**src/rtl/rxq_pkg.sv**
```systemverilog
package rxq_pkg;
  localparam int CHAR_W = 8;

  typedef struct packed {
    logic              brk;
    logic              frm;
    logic              par;
    logic [CHAR_W-1:0] data;
  } rxqEntry_t;

  typedef struct packed {
    logic push;
    logic pop;
  } rxqStrobe_t;
endpackage

```
**src/rtl/rxq_ctrl.sv**
```systemverilog
module rxq_ctrl
  import rxq_pkg::*;
#(
  parameter int DEPTH = 64
) (
  input  logic                       clk,
  input  logic                       rst,
  input  logic                       wrValid,
  input  logic                       inTagged,
  input  logic                       rdHold,
  input  logic                       rdStatus,
  input  logic                       headTagged,
  output rxqStrobe_t                 strobe,
  output logic [$clog2(DEPTH)-1:0]   wrAddr,
  output logic [$clog2(DEPTH)-1:0]   rdAddr,
  output logic                       notEmpty,
  output logic                       anyErr,
  output logic                       overrun
);
  localparam int PTR_W = $clog2(DEPTH);
  localparam int CNT_W = $clog2(DEPTH + 1);
  localparam logic [PTR_W-1:0] LAST = PTR_W'(DEPTH - 1);
  localparam logic [CNT_W-1:0] FULLV = CNT_W'(DEPTH);

  logic [PTR_W-1:0] wrPtr, rdPtr;
  logic [CNT_W-1:0] fill, errCount;
  logic full, empty, ovfEvent;

  function automatic logic [PTR_W-1:0] bump(input logic [PTR_W-1:0] p);
    return (p == LAST) ? '0 : p + 1'b1;
  endfunction

  assign full  = (fill == FULLV);
  assign empty = (fill == '0);

  always_comb begin
    strobe.pop  = rdHold & ~empty;
    strobe.push = wrValid & (~full | strobe.pop);
    ovfEvent    = wrValid & full & ~strobe.pop;
  end

  always_ff @(posedge clk) begin
    if (rst) begin
      wrPtr    <= '0;
      rdPtr    <= '0;
      fill     <= '0;
      errCount <= '0;
      overrun  <= 1'b0;
    end else begin
      if (strobe.push) wrPtr <= bump(wrPtr);
      if (strobe.pop)  rdPtr <= bump(rdPtr);
      fill <= fill + CNT_W'(strobe.push) - CNT_W'(strobe.pop);
      errCount <= errCount + CNT_W'(strobe.push & inTagged)
                           - CNT_W'(strobe.pop & headTagged);
      if (ovfEvent)      overrun <= 1'b1;
      else if (rdStatus) overrun <= 1'b0;
    end
  end

  assign wrAddr   = wrPtr;
  assign rdAddr   = rdPtr;
  assign notEmpty = ~empty;
  assign anyErr   = (errCount != '0);

  p_fill_bound_r2: assert property (@(posedge clk) disable iff (rst)
    fill <= FULLV);
  p_err_within_fill_r5: assert property (@(posedge clk) disable iff (rst)
    errCount <= fill);
  p_status_no_pop_r4: assert property (@(posedge clk) disable iff (rst)
    (rdStatus && !rdHold && !wrValid) |=> ($stable(rdPtr) && $stable(fill)));
  p_ovr_on_full_r7: assert property (@(posedge clk) disable iff (rst)
    (wrValid && full && !rdHold) |=> overrun);
  p_full_swap_r8: assert property (@(posedge clk) disable iff (rst)
    (wrValid && full && rdHold) |=> full);
  p_empty_read_r11: assert property (@(posedge clk) disable iff (rst)
    (rdHold && empty && !wrValid) |=> (empty && $stable(rdPtr)));
endmodule

```
**src/rtl/rxq_data.sv**
```systemverilog
module rxq_data
  import rxq_pkg::*;
#(
  parameter int DEPTH = 64
) (
  input  logic                     clk,
  input  rxqStrobe_t               strobe,
  input  logic [$clog2(DEPTH)-1:0] wrAddr,
  input  logic [$clog2(DEPTH)-1:0] rdAddr,
  input  rxqEntry_t                inEntry,
  output rxqEntry_t                headEntry
);
  rxqEntry_t mem [DEPTH];

  always_ff @(posedge clk) begin
    if (strobe.push) mem[wrAddr] <= inEntry;
  end

  assign headEntry = mem[rdAddr];
endmodule

```
**src/rtl/rxq_status_unit.sv**
```systemverilog
module rxq_status_unit
  import rxq_pkg::*;
#(
  parameter int DEPTH = 64
) (
  input  logic       clk,
  input  logic       rst,
  input  logic       wrValid,
  input  logic [7:0] wrData,
  input  logic       wrBrk,
  input  logic       wrFrm,
  input  logic       wrPar,
  input  logic       rdHold,
  output logic [7:0] holdData,
  input  logic       rdStatus,
  input  logic       txHoldEmpty,
  input  logic       txShiftEmpty,
  output logic [7:0] statusWord
);
  localparam int PTR_W = $clog2(DEPTH);

  rxqStrobe_t       strobe;
  rxqEntry_t        inEntry, headEntry;
  logic [PTR_W-1:0] wrAddr, rdAddr;
  logic notEmpty, anyErr, overrun, headTagged, inTagged;

  always_comb begin
    inEntry.brk  = wrBrk;
    inEntry.frm  = wrFrm;
    inEntry.par  = wrPar;
    inEntry.data = wrBrk ? '0 : wrData;
  end

  assign inTagged   = wrBrk | wrFrm | wrPar;
  assign headTagged = notEmpty & (headEntry.brk | headEntry.frm | headEntry.par);

  rxq_ctrl #(.DEPTH(DEPTH)) u_ctrl (
    .clk(clk), .rst(rst), .wrValid(wrValid), .inTagged(inTagged),
    .rdHold(rdHold), .rdStatus(rdStatus), .headTagged(headTagged),
    .strobe(strobe), .wrAddr(wrAddr), .rdAddr(rdAddr),
    .notEmpty(notEmpty), .anyErr(anyErr), .overrun(overrun)
  );

  rxq_data #(.DEPTH(DEPTH)) u_data (
    .clk(clk), .strobe(strobe), .wrAddr(wrAddr), .rdAddr(rdAddr),
    .inEntry(inEntry), .headEntry(headEntry)
  );

  always_comb begin
    holdData      = notEmpty ? headEntry.data : 8'h00;
    statusWord[7] = anyErr;
    statusWord[6] = txHoldEmpty & txShiftEmpty;
    statusWord[5] = txHoldEmpty;
    statusWord[4] = notEmpty & headEntry.brk;
    statusWord[3] = notEmpty & headEntry.frm;
    statusWord[2] = notEmpty & headEntry.par;
    statusWord[1] = overrun;
    statusWord[0] = notEmpty;
  end

  p_break_zero_r9: assert property (@(posedge clk) disable iff (rst)
    (statusWord[4]) |-> (holdData == 8'h00));
  p_err_implies_data_r5: assert property (@(posedge clk) disable iff (rst)
    statusWord[7] |-> statusWord[0]);
endmodule

```
**config.mk**
```make
export PLATFORM = sky130hd
export DESIGN_NAME = rxq_status_unit
export DESIGN_NICKNAME = d
export VERILOG_FILES = /design/src/rtl/rxq_pkg.sv /design/src/rtl/rxq_ctrl.sv /design/src/rtl/rxq_data.sv /design/src/rtl/rxq_status_unit.sv
export SDC_FILE = /design/constraint.sdc
export NUM_CORES = 1
export LEC_CHECK = 0
export BUFFER_PORTS_ARGS = -buffer_cell sky130_fd_sc_hd__buf_2
export CAP_MARGIN = 20
export CELL_PAD_IN_SITES_DETAIL_PLACEMENT = 1
export CELL_PAD_IN_SITES_GLOBAL_PLACEMENT = 1
export CORE_ASPECT_RATIO = 1.5
export CORE_UTILIZATION = 45
export DETAILED_ROUTE_END_ITERATION = 12
export PLACE_DENSITY = 0.77
export SETUP_SLACK_MARGIN = 0.05
export SKIP_LAST_GASP = 1
export SLEW_MARGIN = 20
export SYNTH_ARGS = -nofsm -noshare
export SYNTH_HDL_FRONTEND = slang
export SYNTH_SLANG_ARGS = --single-unit
```
**constraint.sdc**
```tcl
create_clock -name clk -period 5.1 [get_ports clk]
set_input_delay 0.765 -clock clk [delete_from_list [all_inputs] [get_ports clk]]
set_output_delay 0.765 -clock clk [all_outputs]
set_load 0.05 [all_outputs]
```
== After elaboration in Yosys (flattened, before gate mapping) ==
Memories as Yosys holds them, arrays and structs flattened. A register that Yosys moved wholly into a read port is not among the register bits.
Index checks and enable logic that the tools add are counted.

* Register bits after elaboration: 27
* Latch bits: 0
* Memory bits (writable): 704
* Memory bits (read-only): 0
* Input port bits: 18
* Output and inout port bits: 16
* Logic and storage cells: 47
* Memories: 1

* $add $sub $neg: 6
* Multiply operators: 0
* Div/mod/pow operators: 0
* $lt $le $gt $ge: 0
* Equal/unequal tests: 3
* Shift-type cells: 0
* Multiplexer cells: 10
* Bitwise gates (word level): 19
* Reductions and logical operators: 3

{| class="wikitable"
|+ Memories
! memory !! words !! width !! read ports !! clocked after memory_dff !! wr ports !! RTL line !! text
|-
| u_data.mem || 64 || 11 || 1 || 1 || 1 || rxq_data.sv:13 || <nowiki>rxqEntry_t mem [DEPTH];</nowiki>
|}

{| class="wikitable"
|+ Operators by type and width
! operator !! number
|-
| $mux W6 || 4
|-
| $mux W8 || 2
|-
| $add A6 B1 Y6 const B || 2
|-
| $eq A6 B6 Y1 const B || 2
|-
| $and A1 B1 Y1 || 11
|-
| $add A7 B1 Y7 || 1
|-
| $add A7 B7 Y7 || 1
|-
| $eq A7 B7 Y1 const B || 1
|-
| $logic_not A7 Y1 || 1
|-
| $reduce_bool A7 Y1 || 1
|-
| $sub A7 B1 Y7 || 1
|-
| $sub A7 B7 Y7 || 1
|-
| $or A1 B1 Y1 || 5
|-
| $mux W1 || 4
|-
| $not A1 Y1 || 3
|-
| $reduce_bool A2 Y1 || 1
|}

== Logic depth before layout (Yosys ltp) ==
* Depth in word-level cells: 8
* Mapped depth: 21
* Gate-level depth less buffers: 18

== Cells and area by module ==
Synthesis repeated with hierarchy kept, for this count alone.

* Cells, all modules: 1489
* Area, all modules: 29137.9 µm²

{| class="wikitable"
|+ Modules (own cells, without submodules)
! module !! times used !! cells an instance !! area each (µm²) !! sequential area each (µm²)
|-
| rxq_data || 1 || 1268 || 27266.2 || 21140.3
|-
| rxq_ctrl || 1 || 194 || 1677.9 || 540.5
|-
| rxq_status_unit || 1 || 27 || 193.9 || 0.0
|}

== Worst setup path after synthesis ==
OpenSTA, ideal clock, no wires.

* Path type: register to register
* Start point: register with a tool-made name
* End point: register u_ctrl.errCount[6]
* Library setup time: 0.132 ns
* Arrival time: 3.985 ns
* Required time: 4.968 ns
* Setup slack: 0.983 ns
* Stages on the path, launching flop included: 20
* Buffers on the path: 4
* Clock period less this slack: 4.117 ns
* Cell sequence: dfxtp_1 buf_2 buf_6 buf_4 buf_2 mux4_2 mux4_2 o21ai_0 a31oi_1 ha_1 inv_1 ha_1 inv_1 fa_1 nand2b_1 a21oi_1 o21ai_0 a21oi_1 or3_1 a21oi_1

{| class="wikitable"
|+ RTL lines
! element !! RTL line !! text
|-
| end signal: assignment || rxq_ctrl.sv:53 || <nowiki>errCount <= errCount + CNT_W'(strobe.push & inTagged)</nowiki>
|-
| end: declaration || rxq_ctrl.sv:26 || <nowiki>logic [CNT_W-1:0] fill, errCount;</nowiki>
|}

==> metrics <==
RSZ-0062 raised after global routing=false; NetSw=a little under 0.004 W; Post-Synthesis Cells=~1300; Seq cells post-synth=~740; die height=approximately 310 um; Vias per Instance=~6.1; worst slew pin tran=~1.1 ns; All-Layer GR Usage=0.2233; dominant cell type by area after synthesis=edfxtp_1; Max rail drop VDD=between 200 and 250 uV; final setup violating endpoints=0; xor/xnor share of the synthesized area=0.004863; Max H-tree Level=3; worst-path fanout max=37; routed vias=around 14000; Netlist cell types=44; crit share post-route=0.9497; power density cells=between 400 and 500 nW/um^2; PortBufs=33; initial core utilization=0.4549; simple-gate share of the synthesized area=0.02757; CTS tree=built; core area=~63000 sq um; synthesized area=between 20000 and 30000 sq um; CP arrival=4.08 ns; first-pass GRT wire length=~100000 um; main combinational cell family by area after synthesis=multiplexers; prevailing post-synth register cell=edfxtp_1; largest net degree at the start of global routing=66; syn_nets=around 1400; combinational power share=0.190; die area=65070 sq um; outcome=finished, final reports clean; Synth Area in Compound Gates=0.008163; ANT cells=0; Routed wire per std cell=31.21 um; number of flops mapped to enable cells by yosys=704; Starting DRT DRC Count=around 1300; crit path capture type=primary output; sw frac=0.2567; area grow syn2layout=13.94%; sequential share of power=0.448; Initial DRT Pass Iterations=5; top sig layer=met5; GR Overflow Total=0; initial antenna violation count=3; min Tclk post-route=approximately 4.8 ns; drt drc=0; internal power=between 0.01 and 0.015 W; # clock sinks=roughly 740; fraction of registers with async set/reset=0; Num CTS Buffers=67; TNS Setup=0 ns; layout net count=about 1500; total wire length=between 70000 and 80000 um; Longest Clk Path Bufs=3; clock power share=0.362; Worst-path clk slew=around 0.070 ns; number of placed I/O pins=34; die width=about 210 um; CTS root buffer=clkbuf_16; Final Power=about 0.015 W; FMAX=206.5 MHz; Post-Syn Area per Cell=about 22 sq um; cts repair resizes=0; DR WL met2=~39000 um; critical path launch point type=register; gpl congestion=0.8406; met3 WL=~3300 um; Slew HR=0.2413; post-route ant nets=0; Setup CP Type=register to primary output; register area share after synthesis=0.7565; Yosys top cell area share=0.7336; Synth area leaders=edfxtp_1 73%, mux4_2 17%, dfxtp_1 2.3%; worst min path class=input port to register; standard-cell rows=113; YS warnings=0; setup bufs post-CTS=0; Max Cap Viol=0; worst path required time=~4.3 ns; Hold Buf Count CTS=0; Fin. Hold Viols=0; vias in the first global route=about 15000; skew final=approximately 0.029 ns; leakage=between 10 and 15 nW; fraction of layout cells with a size suffix above 1=0.3166; most frequent cell after synthesis=edfxtp_1; clk_lat worst skew=slightly above 0.6 ns; Detailed Place HPWL=44190 um; proportion of synthesized area in mux cells=0.1781; Synth Area in Adders=0.01007; met1 WL=between 20000 and 30000 um; final slew viol count=0; Post-synth top cells=704 x edfxtp_1, 221 x mux4_2, 95 x nor2_1
flip-flops by register name (all words and copies together) (netlist names), named ones only:
| signal | cells |
|---|---|
| u_ctrl.errCount | 7 |
| u_ctrl.fill | 7 |
| u_ctrl.overrun | 1 |
| u_ctrl.rdAddr | 6 |
| u_ctrl.wrAddr | 6 |
| u_data.mem | 704 |
per-layer routing:
metal  vias to the layer above  track usage
met5                         -            0
met4                         2      0.08874
met3                       124      0.02781
met2                       516       0.3991
met1                      7572       0.2759
li1                       5637            -
final cells by class:
| class | instances | area [sq um] |
|---|---|---|
| multi-input combinational | 481 | 6701 |
| clock inverter | 42 | 635.6 |
| timing repair buffer | 108 | 807.0 |
| tap | 805 | 1007 |
| inverter | 28 | 105.1 |
| sequential | 737 | 21810 |
| fill | 5545 | 30510 |
| clock buffer | 79 | 1764 |
worst max-delay path, stage by stage, from the launching register on:
cell,delay [ns]
dfxtp_4,0.68
buf_12,0.25
buf_12,0.31
mux4_2,0.62
mux4_2,0.57
mux4_2,0.47
and2_1,0.26
buf_2,0.25
logic make-up (layout without fill, tap and decap cells):
logic type / Yosys count / count (layout)
buffers and inverters: 96 / 257
DFF: 737 / 737
and+or+nand+nor: 169 / 169
muxes: 236 / 236
adders and majority gates: 22 / 22
AOI/OAI and AO/OA: 38 / 38
xor gates and xnor gates: 16 / 16
metrics by stage:
step                      hold slack, ns  setup WS, ns  instance area [sq um]    util  instances
after floorplan                   0.5062        0.9827                  28820       -       1314
after CTS                         0.4267        0.2003                  32820  0.5181       2280
final                             0.4513        0.2565                  32830  0.5184       2280
after global routing              0.4610        0.1129                  32830  0.5184       2280
after detailed placement          0.5674        0.5931                  30420  0.4802       2159
after global placement            0.5336        0.6593                  30370  0.4794       2157
power groups by stage:
| stage | sequential [W] | clock [W] | combinational, W |
|---|---|---|---|
| 2_1_floorplan | 0.00687 | 0 | 0.00210 |
| 3_3_place_gp | 0.00694 | 0 | 0.00282 |
| 3_5_place_dp | 0.00695 | 0 | 0.00291 |
| 4_1_cts | 0.00682 | 0.00558 | 0.00294 |
| 5_1_grt | 0.00683 | 0.00576 | 0.00307 |
| 6_report | 0.00682 | 0.00551 | 0.00289 |
placed cells by master, fill, tap and decap left out, drive strengths merged, types with 2 or more instances in the layout:
| master | synthesis | final |
|---|---|---|
| nor3b | 2 | 2 |
| nand3b | 8 | 8 |
| nand4 | 4 | 4 |
| o21ai | 7 | 7 |
| or3 | 3 | 3 |
| buf | 31 | 108 |
| nor3 | 5 | 5 |
| inv | 28 | 32 |
| nor2b | 13 | 13 |
| nand3 | 7 | 7 |
| a22oi | 2 | 2 |
| xor2 | 10 | 10 |
| clkinv | 0 | 21 |
| and3 | 3 | 3 |
| a21o | 4 | 4 |
| a21oi | 15 | 15 |
| fa | 2 | 2 |
| nor2 | 95 | 95 |
| o21bai | 3 | 3 |
| nand2b | 3 | 3 |
| dfxtp | 33 | 33 |
| mux2 | 3 | 3 |
| mux4 | 221 | 221 |
| bufinv | 0 | 16 |
| and2 | 9 | 9 |
| nand2 | 13 | 13 |
| or3b | 2 | 2 |
| edfxtp | 704 | 704 |
| mux2i | 12 | 12 |
| clkbuf | 37 | 79 |
| xnor2 | 6 | 6 |
| ha | 20 | 20 |
final timing paths:
kind	start	end	slack (ns)	depth (start not counted)
max	register	holdData[7]	0.26	7
min	rdStatus	u_ctrl.overrun$_SDFFE_PP0P_	0.45	3
max reg2reg	register	u_ctrl.errCount[6]$_SDFF_PP0_	0.56	17
min reg2reg	u_ctrl.rdAddr[1]$_SDFFE_PP0N_	register	0.57	2
No activity file was read; power rests on OpenSTA's default activity.
